[src/rtl/e3ei_pkg.sv]
package e3ei_pkg;

  typedef enum logic [1:0] {
    FE_BIT1  = 2'b00,
    FE_WORD1 = 2'b01,
    FE_BIT4  = 2'b10,
    FE_WORD4 = 2'b11
  } fe_pat_e;

  function automatic logic pat_is_word(input fe_pat_e p);
    return (p == FE_WORD1) || (p == FE_WORD4);
  endfunction

  function automatic logic pat_is_multi(input fe_pat_e p);
    return (p == FE_BIT4) || (p == FE_WORD4);
  endfunction

endpackage

[src/rtl/e3ei_trig.sv]
module e3ei_trig (
  input  logic clk,
  input  logic rst,
  input  logic sel,
  input  logic sw,
  input  logic pin,
  output logic rise
);
  logic src;
  logic prev_q;

  // The previous value of the selected source, so a switch of sel onto a
  // high source is seen as an edge.
  always_comb src = sel ? pin : sw;
  always_comb rise = src & ~prev_q;

  always_ff @(posedge clk) begin
    if (rst) prev_q <= 1'b0;
    else     prev_q <= src;
  end
endmodule

[src/rtl/e3ei_slot.sv]
module e3ei_slot (
  input  logic clk,
  input  logic rst,
  input  logic en,
  input  logic cont,
  input  logic req,
  input  logic strobe,
  output logic hit
);
  logic pend_q;

  always_comb hit = strobe & en & (cont | pend_q);

  always_ff @(posedge clk) begin
    if (rst) pend_q <= 1'b0;
    else     pend_q <= en & ((pend_q & ~strobe) | req);
  end

  // a disabled kind keeps no waiting request
  p_pend_drop_r10: assert property (@(posedge clk) disable iff (rst)
    !en |=> !pend_q);
endmodule

[src/rtl/e3ei_fa.sv]
module e3ei_fa #(
  parameter int DW         = 8,
  parameter int RUN_FRAMES = 4
) (
  input  logic          clk,
  input  logic          rst,
  input  logic          en,
  input  logic [1:0]    pat,
  input  logic          req,
  input  logic          mark,
  output logic [DW-1:0] mask
);
  import e3ei_pkg::*;

  localparam int CW = (RUN_FRAMES > 2) ? $clog2(RUN_FRAMES) : 1;
  localparam logic [CW-1:0] RUN_LEFT = CW'(RUN_FRAMES - 1);
  localparam logic [DW-1:0] MSB_ONLY = {1'b1, {(DW-1){1'b0}}};

  fe_pat_e       pat_e;
  logic          prev_mark_q;
  logic [CW-1:0] left_q;
  logic          word_q;
  logic          second_q;
  logic          pend_q;
  logic          first, second, resume, start, hit, hit_word, blocked;

  always_comb begin
    pat_e    = fe_pat_e'(pat);
    first    = mark & ~prev_mark_q;
    second   = mark & prev_mark_q;
    resume   = first & en & (left_q != '0);
    start    = first & en & (left_q == '0) & pend_q;
    hit      = resume | start;
    hit_word = resume ? word_q : pat_is_word(pat_e);
    blocked  = (left_q != '0) | (start & pat_is_multi(pat_e));
    if (first && hit)          mask = hit_word ? '1 : MSB_ONLY;
    else if (second && second_q) mask = '1;
    else                       mask = '0;
  end

  always_ff @(posedge clk) begin
    if (rst) begin
      prev_mark_q <= 1'b0;
      left_q      <= '0;
      word_q      <= 1'b0;
      second_q    <= 1'b0;
      pend_q      <= 1'b0;
    end else begin
      prev_mark_q <= mark;
      second_q    <= first & hit & hit_word;
      pend_q      <= en & ((pend_q & ~start) | (req & ~blocked));
      if (start) word_q <= pat_is_word(pat_e);
      if (!en)         left_q <= '0;
      else if (start)  left_q <= pat_is_multi(pat_e) ? RUN_LEFT : '0;
      else if (resume) left_q <= left_q - 1'b1;
    end
  end

  // no request survives into a running multi-frame burst
  p_no_pend_in_run_r9: assert property (@(posedge clk) disable iff (rst)
    (left_q != '0) |-> !pend_q);
endmodule

[src/rtl/e3_err_inject.sv]
module e3_err_inject #(
  parameter int DW         = 8,
  parameter int RUN_FRAMES = 4,
  parameter int REI_BIT    = 3
) (
  input  logic          clk,
  input  logic          rst,
  input  logic [DW-1:0] din,
  input  logic          mark_fa,
  input  logic          mark_em,
  input  logic          mark_rei,
  input  logic          fa_en,
  input  logic [1:0]    fa_pat,
  input  logic          par_en,
  input  logic          par_block,
  input  logic          par_cont,
  input  logic          rei_en,
  input  logic          rei_cont,
  input  logic          trig_sel,
  input  logic          sw_trig,
  input  logic          pin_trig,
  output logic [DW-1:0] dout
);
  localparam int NSLOT = 2;
  localparam logic [DW-1:0] MSB_ONLY = {1'b1, {(DW-1){1'b0}}};
  localparam logic [DW-1:0] REI_MASK = DW'(1) << REI_BIT;

  logic             rise;
  logic [DW-1:0]    fa_mask, mask;
  logic [NSLOT-1:0] s_en, s_cont, s_strobe, s_hit;
  logic [DW-1:0]    dout_q;

  e3ei_trig u_trig (
    .clk(clk), .rst(rst), .sel(trig_sel), .sw(sw_trig), .pin(pin_trig),
    .rise(rise)
  );

  e3ei_fa #(.DW(DW), .RUN_FRAMES(RUN_FRAMES)) u_fa (
    .clk(clk), .rst(rst), .en(fa_en), .pat(fa_pat), .req(rise),
    .mark(mark_fa), .mask(fa_mask)
  );

  // slot 0: parity byte, slot 1: remote error indication bit
  always_comb begin
    s_en     = {rei_en,   par_en};
    s_cont   = {rei_cont, par_cont};
    s_strobe = {mark_rei, mark_em};
  end

  for (genvar g = 0; g < NSLOT; g++) begin : g_slot
    e3ei_slot u_slot (
      .clk(clk), .rst(rst), .en(s_en[g]), .cont(s_cont[g]), .req(rise),
      .strobe(s_strobe[g]), .hit(s_hit[g])
    );
  end

  always_comb begin
    mask = fa_mask;
    if (s_hit[0]) mask = mask | (par_block ? '1 : MSB_ONLY);
    if (s_hit[1]) mask = mask | REI_MASK;
  end

  always_ff @(posedge clk) begin
    if (rst) dout_q <= '0;
    else     dout_q <= din ^ mask;
  end

  assign dout = dout_q;

  // untouched bytes pass with one cycle of latency
  p_idle_pass_r1: assert property (@(posedge clk) disable iff (rst)
    (mask == '0) |=> (dout == $past(din)));

  // continuous parity corrupts every parity byte
  p_cont_par_r6: assert property (@(posedge clk) disable iff (rst)
    (par_en && par_cont && mark_em && !mark_fa && !mark_rei)
      |=> (dout != $past(din)));

  // continuous remote indication flips its bit every time
  p_cont_rei_r7: assert property (@(posedge clk) disable iff (rst)
    (rei_en && rei_cont && mark_rei && !mark_fa && !mark_em)
      |=> (dout[REI_BIT] != $past(din[REI_BIT])));
endmodule

[config.mk]
export PLATFORM = sky130hd
export DESIGN_NAME = e3_err_inject
export DESIGN_NICKNAME = d
export VERILOG_FILES = /design/src/rtl/e3ei_pkg.sv /design/src/rtl/e3ei_trig.sv /design/src/rtl/e3ei_slot.sv /design/src/rtl/e3ei_fa.sv /design/src/rtl/e3_err_inject.sv
export SDC_FILE = /design/constraint.sdc
export NUM_CORES = 1
export LEC_CHECK = 0
export BUFFER_PORTS_ARGS = -buffer_cell sky130_fd_sc_hd__buf_4
export CAP_MARGIN = 25
export CORE_UTILIZATION = 50
export DETAILED_ROUTE_END_ITERATION = 6
export PLACE_DENSITY = 0.79
export SLEW_MARGIN = 20
export SYNTH_ARGS = -nofsm -noshare
export SYNTH_HDL_FRONTEND = slang
export SYNTH_SLANG_ARGS = --single-unit
[constraint.sdc]
create_clock -name clk -period 4.4 [get_ports clk]
set_input_delay 1.32 -clock clk [delete_from_list [all_inputs] [get_ports clk]]
set_output_delay 1.32 -clock clk [all_outputs]
set_load 0.02 [all_outputs]
==> results of run 1 <==
==> layer usage <==
layer	global-route usage (%)	wire length (um)	vias up	part of all wire, %
met3	4.76	108	5	5.3
li1	-	-	467	-
met1	29.8	894	427	44
met5	0	0	-	0
met4	9.09	41	0	2.0
met2	34.3	996	36	49
==> kinds of logic after synthesis <==
group           count (synthesis)  share of synthesized area (%)
simple gates                   59                           37.9
compound gates                 22                           17.2
flops                          17                           36.0
buf+inv                        10                           5.56
xor+xnor                        1                          0.927
mux                             1                           1.06
fa+ha+maj                       1                           1.32
==> metrics by stage <==
| step | util (%) | worst slack, ns | instance area (um2) | hold WS, ns |
|---|---|---|---|---|
| 3_3_place_gp | 67.1 | 1.81 | 1170 | 0.483 |
| 5_1_grt | 68.7 | 1.96 | 1200 | 0.547 |
| 4_1_cts | 68.7 | 2.06 | 1200 | 0.508 |
| 6_report | 68.7 | 2.06 | 1200 | 0.510 |
| 3_5_place_dp | 67.1 | 1.75 | 1170 | 0.494 |
| 2_1_floorplan | - | 2.00 | 945 | 0.474 |
==> power by group through the flow <==
stage / combinational, uW / sequential, uW / clock [uW]
final: 60.9 / 166 / 85.9
after global routing: 66.9 / 166 / 96.7
after CTS: 61.4 / 166 / 87.4
after detailed placement: 61.3 / 169 / 0
after global placement: 59.5 / 169 / 0
after floorplan: 24.6 / 175 / 0
==> sequential cells by signal (all words and copies together) (netlist names) <==
signal                flops
dout                      8
g_slot.u_slot.pend_q      2
u_fa.left_q               2
u_fa.pend_q               1
u_fa.prev_mark_q          1
u_fa.second_q             1
u_fa.word_q               1
u_trig.prev_q             1
==> worst min-delay path, stage by stage, from the launching register on <==
cell and delay (ns):
dfxtp_1 0.35, nand2_1 0.07, a21oi_1 0.05
==> cell usage in the layout (no fill, tap or decap), drive strengths merged <==
cell type / synthesis / layout
o211a: 1 / 1
xnor2: 1 / 1
inv: 4 / 4
o31ai: 1 / 1
and4bb: 1 / 1
nand2: 7 / 7
buf: 2 / 31
nand4: 2 / 2
dfxtp: 17 / 17
nor4b: 1 / 1
mux2i: 1 / 1
a211oi: 1 / 1
nor3b: 4 / 4
nor2: 11 / 11
and2: 1 / 1
o2111a: 1 / 1
a22oi: 6 / 6
nand3b: 7 / 7
nand3: 7 / 7
nor2b: 8 / 8
clkbuf: 4 / 3
and3: 1 / 1
nand2b: 1 / 1
or4: 7 / 7
a31o: 1 / 1
and4b: 1 / 1
o21ai: 1 / 1
clkinv: 0 / 1
o211ai: 2 / 2
a21oi: 8 / 8
ha: 1 / 1
==> layout make-up <==
| type | count | area, um2 |
|---|---|---|
| well taps | 25 | 31.3 |
| clock inverters | 1 | 5.00 |
| multi-input cells | 84 | 552 |
| flip-flops and latches | 17 | 340 |
| fillers | 154 | 547 |
| inverters | 4 | 15.0 |
| repair buffers | 31 | 233 |
| clock buffers | 3 | 22.5 |
==> worst min path at each step <==
stage | from | to | depth (start not counted)
floorplan | u_fa.word_q | u_fa.second_q | 2
finish | u_fa.word_q | u_fa.word_q | 2
detailed placement | u_fa.word_q | u_fa.word_q | 2
global placement | u_fa.word_q | u_fa.word_q | 2
global route | u_fa.word_q | u_fa.word_q | 2
CTS | u_fa.word_q | u_fa.word_q | 2
==> out/metrics.cfg, run 1 <==
[outcome]
outcome=finished clean

[route]
vias=935
drt_wl_total_um=2040
drc=0
viasPerCell=5.67
wl_per_cell_um=12.4
drtAntennaViolNets=0
first_pass_iters=4
drt_iter0_markers=26

[pwr]
internal_power_uw=227
powerDensity_nw_per_um2=261
power_uw=312
p_sw_uw=85.0
switching_share_pct=27.2
pwr-share-comb_pct=19.5
power_leakage_uw=0.000509
irDropWorstVdd_mv=0.152
seqPwrFrac_pct=53.0
clockPowerShare_pct=27.5

[sta]
finalCritPeriodShare_pct=53.2
rsz0062_at_grt=false
fin_crit_ns=2.34
fmax_mhz=427
worst_slew_pin_slew_ns=0.520
maxSlewViolCount=0
setup_viol=0
setup_tns_ns=0
hold_viol=0
fin_skew_ns=0.00146
slew_headroom_pct=65.2

[floorplan]
io_pins=32
num_rows=15
die_w_um=45.5
dieHeight_um=45.5
start_util_pct=54.1
core_um2=1750
die_area_um2=2070

[logic_synthesis]
synth_edf_count=0
yosys-top-cells-count=dfxtp_1, nor2_1, a21oi_1, nor2b_1
synth_top_area_share_pct=36.0
synthCells=111
async_flop_share_pct=0
yosysSeqAreaShare_pct=36.0
syn-cell-area_um2=945
ys_types=31
ys.flop_type=dfxtp_1
yosys_warnings=0
syn_area_per_cell_um2=8.51
yosysMostFrequentCell=dfxtp_1
yosys.area.top_type=dfxtp_1
synth_area_leaders=dfxtp_1, nand3b_1, or4_1, nor2b_1, a22oi_1
ys_ff_latch=17
synth.net_count=136

[setup_path]
worstReg2RegEnd=dout[3]
crit_slowest_cell=a211oi_4
rrSetupSlack_ns=2.51
worstSetupPathType=input pin to register
startpoint=mark_fa
critPathTopFamily=simple AND/OR/NAND/NOR gates
end_kind=register
worstPathMaxFanout=14
cp.arrival_ns=2.53
critical_path.max_stage_delay_ns=0.52
cp.required_ns=4.59
worst-path-stages=5
cp-endpoint=dout[3]
cp-start-kind=input pin
crit_buf_inv=1
r2r-start=u_fa.left_q[0]
crit_chain=buf_4 > and4bb_1 > a211oi_4 > or4_1 > nand4_1
reg2reg_depth=6

[clock_network]
cts_tree=yes
cts_sinks=17
cts_setup_buffers=0
cts_resized=0
cts.htree.levels=1
clk_pin_slew_ns=0.10
cts_buffers=3
clockBufferDepth=2
clk-insertion-delay-late_ns=0.29
cts_root_buf=clkbuf_4
ctsHoldBuffers=0

[final_layout]
antenna_cells=0
nets=166
syn_to_final_growth_pct=26.9
final_cells=165
drive_above_1_share_pct=28.6

[placed_design]
gp_congestion=0.714
dpl.cell_count=161
dp_hpwl_um=1510
portBuffers=31

[global_routing]
track_usage_pct=22.2
grt_pass1_wl_um=3330
grt_max_degree=30
antenna_found_initial=0
gr-total-overflow=0
grt_pass1_vias=777

[min_path]
min-delay-path-class=register to register

[run]
cap_viol_max_count=0

No activity file was read; power rests on OpenSTA's default activity.
==> run 2, diff against run 1 <==
--- a/config.mk
+++ b/config.mk
@@ -5,11 +5,12 @@
 export SDC_FILE = /design/constraint.sdc
 export NUM_CORES = 1
 export LEC_CHECK = 0
+export ABC_AREA = 1
 export BUFFER_PORTS_ARGS = -buffer_cell sky130_fd_sc_hd__buf_4
 export CAP_MARGIN = 25
-export CORE_UTILIZATION = 50
+export CORE_UTILIZATION = 47
 export DETAILED_ROUTE_END_ITERATION = 6
-export PLACE_DENSITY = 0.79
+export PLACE_DENSITY = 0.77
 export SLEW_MARGIN = 20
 export SYNTH_ARGS = -nofsm -noshare
 export SYNTH_HDL_FRONTEND = slang
==> constraint.sdc (replaced) <==
create_clock -name clk -period 2.2 [get_ports clk]
set_input_delay 0.66 -clock clk [delete_from_list [all_inputs] [get_ports clk]]
set_output_delay 0.66 -clock clk [all_outputs]
set_load 0.02 [all_outputs]
==> run 2 against run 1 <==
  * Critical path depth grew 5
  * Register-to-register slack worse by 1.8 ns
  * Clock skew grew 0.0035 ns
  * Die area fell by 4.5%
  * Sequential share of layout area grew 2.0 points
  * Synthesized cell count fell by 8.1%
  * Non-clock buffer count is the same
  * Clock power increased by 87%
  * Synthesized area is 10% lower
  * Worst hold slack got worse by 0.037 ns
  * Combinational power grew 110%
  * Via count decreased by 16%
  * Critical path type is now register to register
  * Critical endpoint is now dout[1]
  * Largest cell class unchanged
==> out/metrics.cfg, run 2 <==
[logic_synthesis]
yosys.area.top_type=dfxtp_1  ; unchanged
yosys_warnings=0  ; unchanged
synth_edf_count=0  ; unchanged
syn_area_per_cell_um2=8.29  ; was 8.51 um2
synth_top_area_share_pct=40.2  ; was 36.0%
async_flop_share_pct=0  ; unchanged
synth.net_count=127  ; was 136
yosysSeqAreaShare_pct=40.2  ; was 36.0%
syn-cell-area_um2=846  ; was 945 um2
ys_types=23  ; was 31
ys.flop_type=dfxtp_1  ; unchanged
yosysMostFrequentCell=dfxtp_1  ; unchanged
ys_ff_latch=17  ; unchanged
yosys-top-cells-count=dfxtp_1, nor2_1, inv_1, nand2_1  ; was dfxtp_1, nor2_1, a21oi_1, nor2b_1
synth_area_leaders=dfxtp_1, nor2_1, o21ai_2, a21boi_0, inv_1  ; was dfxtp_1, nand3b_1, or4_1, nor2b_1, a22oi_1
synthCells=102  ; was 111

[global_routing]
track_usage_pct=19.5  ; was 22.2%
grt_util_met3_pct=4.49  ; was 4.76%
grt_pass1_wl_um=2840  ; was 3330 um
antenna_found_initial=0  ; unchanged
gr-total-overflow=0  ; unchanged
grt_max_degree=12  ; was 30
met1_usage_pct=24.6  ; was 29.8%
grt_pass1_vias=693  ; was 777
busiest_layer=met2  ; unchanged
use_met2_pct=32.4  ; was 34.3%

[placed_design]
gp_congestion=0.852  ; was 0.714
dpl.cell_count=156  ; was 161
dp_hpwl_um=1410  ; was 1510 um
portBuffers=31  ; unchanged
dp_slack_ns=0.438  ; was 1.75 ns

[clock_network]
cts_sinks=17  ; unchanged
clockBufferDepth=2  ; unchanged
cts_buffers=3  ; unchanged
cts_setup_buffers=0  ; unchanged
ctsHoldBuffers=0  ; unchanged
cts_root_buf=clkbuf_4  ; unchanged
clk_pin_slew_ns=0.10  ; about the same
cts.htree.levels=1  ; unchanged
cts_tree=yes  ; unchanged
clk-insertion-delay-late_ns=0.28  ; was 0.29 ns
cts_resized=0  ; unchanged

[sta]
fin_crit_ns=1.53
hold_ws_ns=0.472  ; was 0.510 ns
setup_tns_ns=0  ; unchanged
finalCritPeriodShare_pct=69.5
rsz0062_at_grt=false  ; unchanged
setup_viol=0  ; unchanged
timing.final.ws_setup_ns=0.672  ; was 2.06 ns
maxSlewViolCount=0  ; unchanged
worst_slew_pin_slew_ns=0.462  ; was 0.520 ns
slew_headroom_pct=69.0  ; was 65.2%
fmax_mhz=654
fin_skew_ns=0.00500  ; was 0.00146 ns
hold_viol=0  ; unchanged

[final_layout]
drive_above_1_share_pct=40.4  ; was 28.6%
largest_register_ffs=8  ; unchanged
antenna_cells=0  ; unchanged
syn_to_final_growth_pct=32.5  ; was 26.9%
final_util_pct=70.3  ; was 68.7%
final_cells=160  ; was 165
nets=162  ; was 166
final_common_cell=buf_4  ; unchanged
final_cell_mix=buf_4, dfxtp_1, nor2_1  ; unchanged

[setup_path]
cp.arrival_ns=1.71  ; was 2.53 ns
worstSetupPathType=register to register  ; was input pin to register
r2r-start=u_fa.left_q[0]  ; unchanged
worstPathMaxFanout=9  ; was 14
cp.required_ns=2.38  ; was 4.59 ns
end_kind=register  ; unchanged
startpoint=u_fa.left_q[0]  ; was mark_fa
cp-start-kind=register  ; was input pin

[floorplan]
die_w_um=44.4  ; was 45.5 um
io_pins=32  ; unchanged
num_rows=14  ; was 15
core_um2=1590  ; was 1750 um2
die_area_um2=1970  ; was 2070 um2
dieHeight_um=44.4  ; was 45.5 um
start_util_pct=53.1  ; was 54.1%

[route]
viasPerCell=4.92  ; was 5.67
first_pass_iters=4  ; unchanged
wl_per_cell_um=10.7  ; was 12.4 um
vias=787  ; was 935
drt_iter0_markers=6  ; was 26
drt_wl_total_um=1710  ; was 2040 um
drtAntennaViolNets=0  ; unchanged
drc=0  ; unchanged

[outcome]
outcome=finished clean  ; unchanged

[pwr]
power_leakage_uw=0.000527  ; was 0.000509 uW
irDropWorstVdd_mv=0.370  ; was 0.152 mV
powerDensity_nw_per_um2=552  ; was 261 nW/um2

[run]
cap_viol_max_count=0  ; unchanged

[min_path]
min-delay-path-class=register to register  ; unchanged
holdCritStartpoint=u_fa.left_q[1]  ; was u_fa.word_q

-- run 2: report_power, final --
part / internal (uW) / switching, uW / leakage, uW
combinational: 61.6 / 65.2 / 0.000369
sequential: 324 / 5.97 / 0.000140
clock: 67.4 / 94.1 / 0.0000177
-- run 2: per-stage QoR --
step | cell area, um2 | power (uW)
final | 1120 | 618
after global routing | 1120 | 653
after CTS | 1120 | 626
after detailed placement | 1090 | 465
after global placement | 1090 | 462
after floorplan | 846 | 403
-- run 2: path summary, 6_finish.rpt --
path	to	slack, ns	depth (start not counted)
max	dout[1]	0.67	10
max reg2reg	dout[1]	0.67	10
min reg2reg	u_fa.left_q[1]	0.47	2
min	u_fa.left_q[1]	0.47	2
-- run 2: worst max-delay path, stage by stage (launching register included) --
cell	delay (ns)
dfxtp_1	0.32
inv_1	0.06
ha_1	0.27
inv_1	0.11
nand3_2	0.11
nand2_2	0.09
nand3_2	0.08
nand2_4	0.13
nand2_4	0.10
o21ai_2	0.12
nor2_1	0.05
-- run 2: cell type report --
type                    instances  area (um2)
flip-flops and latches         17         340
inverters                      14        52.6
fillers                       140         473
multi-input cells              70         438
clock inverters                 1        5.00
well taps                      24        30.0
repair buffers                 31         233
clock buffers                   3        22.5
-- run 2: routing by layer --
| metal | part of all wire [%] | routed length [um] |
|---|---|---|
| met1 | 43 | 745 |
| met2 | 50 | 850 |
| met3 | 6.2 | 106 |
| met4 | 0.64 | 11 |
| met5 | 0 | 0 |
-- run 2: kinds of logic after synthesis --
| kind of cell | Yosys count | synth area share (%) |
|---|---|---|
| AO/OA/AOI/OAI | 26 | 22.2 |
| adder cells (fa/ha/maj) | 1 | 1.48 |
| buffers and inverters | 15 | 7.99 |
| flip-flops | 17 | 40.2 |
| AND/OR/NAND/NOR | 43 | 28.1 |
==> run 3, diff against run 2 <==
==> constraint.sdc (replaced) <==
create_clock -name clk -period 1.6 [get_ports clk]
set_input_delay 0.48 -clock clk [delete_from_list [all_inputs] [get_ports clk]]
set_output_delay 0.48 -clock clk [all_outputs]
set_load 0.02 [all_outputs]
==> run 3 against run 2 <==
  * Total power up 40%
  * Final cell count up 2.5%
  * Clock skew down 0.00099 ns
  * Sequential cell count unchanged
  * Worst hold slack worse by 0.091 ns
  * Clock power up 42%
  * Sequential power up 38%
  * Critical path type unchanged
  * Critical endpoint is now u_fa.pend_q
  * Largest power group unchanged
==> out/metrics.cfg, run 3 (same netlist as run 2, synthesis figures left out) <==
[route]
wl_per_cell_um=11.8  ; was 10.7 um
viasPerCell=4.98  ; was 4.92
first_pass_iters=4  ; unchanged
drt_wl_total_um=1930  ; was 1710 um
drtAntennaViolNets=0  ; unchanged
drt_iter0_markers=12  ; was 6
vias=816  ; was 787
drc=0  ; unchanged

[global_routing]
grt_max_degree=11  ; was 12
antenna_found_initial=0  ; unchanged
gr-total-overflow=0  ; unchanged
grt_pass1_wl_um=3140  ; was 2840 um
grt_pass1_vias=785  ; was 693
track_usage_pct=21.4  ; was 19.5%

[floorplan]
dieHeight_um=44.4  ; unchanged
start_util_pct=53.1  ; unchanged
die_area_um2=1970  ; unchanged
num_rows=14  ; unchanged
core_um2=1590  ; unchanged
die_w_um=44.4  ; unchanged
io_pins=32  ; unchanged

[sta]
fin_crit_ns=1.49  ; was 1.53 ns
worst_slew_pin_slew_ns=0.306  ; was 0.462 ns
slew_headroom_pct=79.5  ; was 69.0%
fmax_mhz=672  ; was 654 MHz
finalCritPeriodShare_pct=93.1  ; was 69.5%
maxSlewViolCount=0  ; unchanged
hold_viol=0  ; unchanged
fin_skew_ns=0.00402  ; was 0.00500 ns
setup_viol=0  ; unchanged

[setup_path]
cp.required_ns=1.79  ; was 2.38 ns
r2r-start=u_fa.left_q[0]  ; unchanged
rrSetupSlack_ns=0.11  ; was 0.67 ns
critPathTopFamily=simple AND/OR/NAND/NOR gates  ; unchanged
crit_slowest_cell=dfxtp_1  ; unchanged
end_kind=register  ; unchanged
cp-start-kind=register  ; unchanged
worstReg2RegEnd=u_fa.pend_q  ; was dout[1]
worst-path-stages=7  ; was 10
worstPathMaxFanout=4  ; was 9
worstSetupPathType=register to register  ; unchanged
crit_chain=inv_1 > ha_2 > nand4_1 > nor2_2 > nand2_1 > a32oi_1 > nor2_1  ; was inv_1 > ha_1 > inv_1 > nand3_2 > nand2_2 > nand3_2 > nand2_4 > nand2_4 > o21ai_2 > nor2_1
crit_buf_inv=1  ; was 2
critical_path.max_stage_delay_ns=0.31  ; was 0.32 ns
reg2reg_depth=7  ; was 10
cp.arrival_ns=1.68  ; was 1.71 ns

[placed_design]
dp_hpwl_um=1460  ; was 1410 um
gp_congestion=0.953  ; was 0.852
place_area_um2=1110  ; was 1090 um2
portBuffers=31  ; unchanged

[clock_network]
cts_root_buf=clkbuf_4  ; unchanged
cts_tree=yes  ; unchanged
cts_buffers=3  ; unchanged
clockBufferDepth=2  ; unchanged
cts.htree.levels=1  ; unchanged
cts_sinks=17  ; unchanged
clk_pin_slew_ns=0.10  ; about the same
clk-insertion-delay-late_ns=0.29  ; was 0.28 ns
ctsHoldBuffers=0  ; unchanged

[pwr]
power_leakage_uw=0.000546  ; was 0.000527 uW
seqPwrFrac_pct=52.4  ; was 53.4%
internal_power_uw=629  ; was 453 uW
clockPowerShare_pct=26.4  ; was 26.1%
switching_share_pct=27.5  ; was 26.7%
irDropWorstVdd_mv=0.525  ; was 0.370 mV
power_uw=867  ; was 618 uW
p_sw_uw=238  ; was 165 uW
powerDensity_nw_per_um2=752  ; was 552 nW/um2
pwr-share-comb_pct=21.2  ; was 20.5%

[min_path]
min_path_cells=2  ; unchanged
whs_endpoint=u_trig.prev_q  ; was u_fa.left_q[1]
min-delay-path-class=input pin to register  ; was register to register
holdCritStartpoint=rst  ; was u_fa.left_q[1]

[final_layout]
nets=166  ; was 162
nFillCells=142  ; was 140
drive_above_1_share_pct=42.9  ; was 40.4%
largest_register_ffs=8  ; unchanged
syn_to_final_growth_pct=36.4  ; was 32.5%
final_cell_mix=buf_4, dfxtp_1, nor2_1  ; unchanged
postLayoutCellArea_um2=1150  ; was 1120 um2
final_common_cell=buf_4  ; unchanged
antenna_cells=0  ; unchanged

[run]
cap_viol_max_count=0  ; unchanged

[outcome]
outcome=finished clean  ; unchanged

## run 3: power groups by stage
stage	sequential, uW	clock (uW)	combinational, uW
floorplan	481	0	72.4
global placement	463	0	176
detailed placement	464	0	180
CTS	455	229	181
global route	457	245	202
finish	454	229	184
## run 3: worst max-delay path by stage
stage          slack (ns)            from              to
6_report             0.11  u_fa.left_q[0]     u_fa.pend_q
2_1_floorplan        0.22          par_en         dout[0]
3_3_place_gp         0.13  u_fa.left_q[0]     u_fa.pend_q
3_5_place_dp         0.08         mark_fa         dout[0]
4_1_cts              0.08  u_fa.left_q[0]     u_fa.pend_q
5_1_grt             -0.02  u_fa.left_q[0]  u_fa.left_q[1]
## run 3: routing by layer
metal / track usage [%] / share of wire (%) / vias to the layer above
met2: 38.2 / 51 / 20
met5: 0 / 0 / -
met1: 26.0 / 44 / 373
met4: 7.88 / 1.2 / 0
li1: - / - / 419
met3: 2.86 / 4.1 / 4
## run 3: metrics by stage
stage / setup slack, ns / TNS [ns] / std cells / util [%] / hold slack, ns
5_1_grt: -0.0244 / -0.0468 / 164 / 72.4 / 0.388
4_1_cts: 0.0802 / 0 / 162 / 71.3 / 0.384
3_3_place_gp: 0.127 / 0 / 158 / 69.5 / 0.456
2_1_floorplan: 0.222 / 0 / 102 / - / 0.443
6_report: 0.111 / 0 / 164 / 72.4 / 0.381
3_5_place_dp: 0.0803 / 0 / 158 / 69.5 / 0.468
## run 3: final cells by class
cell class / instances / area, um2 / area share (%)
clock buffer: 3 / 22.5 / 1.95
clock inverter: 1 / 5.00 / 0.434
inverter: 14 / 52.6 / 4.56
multi-input combinational: 70 / 440 / 38.2
sequential: 17 / 340 / 29.5
tap: 24 / 30.0 / 2.60
timing repair buffer: 35 / 263 / 22.8
## run 3: what timing repair did
| action | CTS | global route |
|---|---|---|
| setup buffers | 0 | 2 |
| setup endpoints to repair | 0 | 9 |
| gates resized for setup | 0 | 1 |
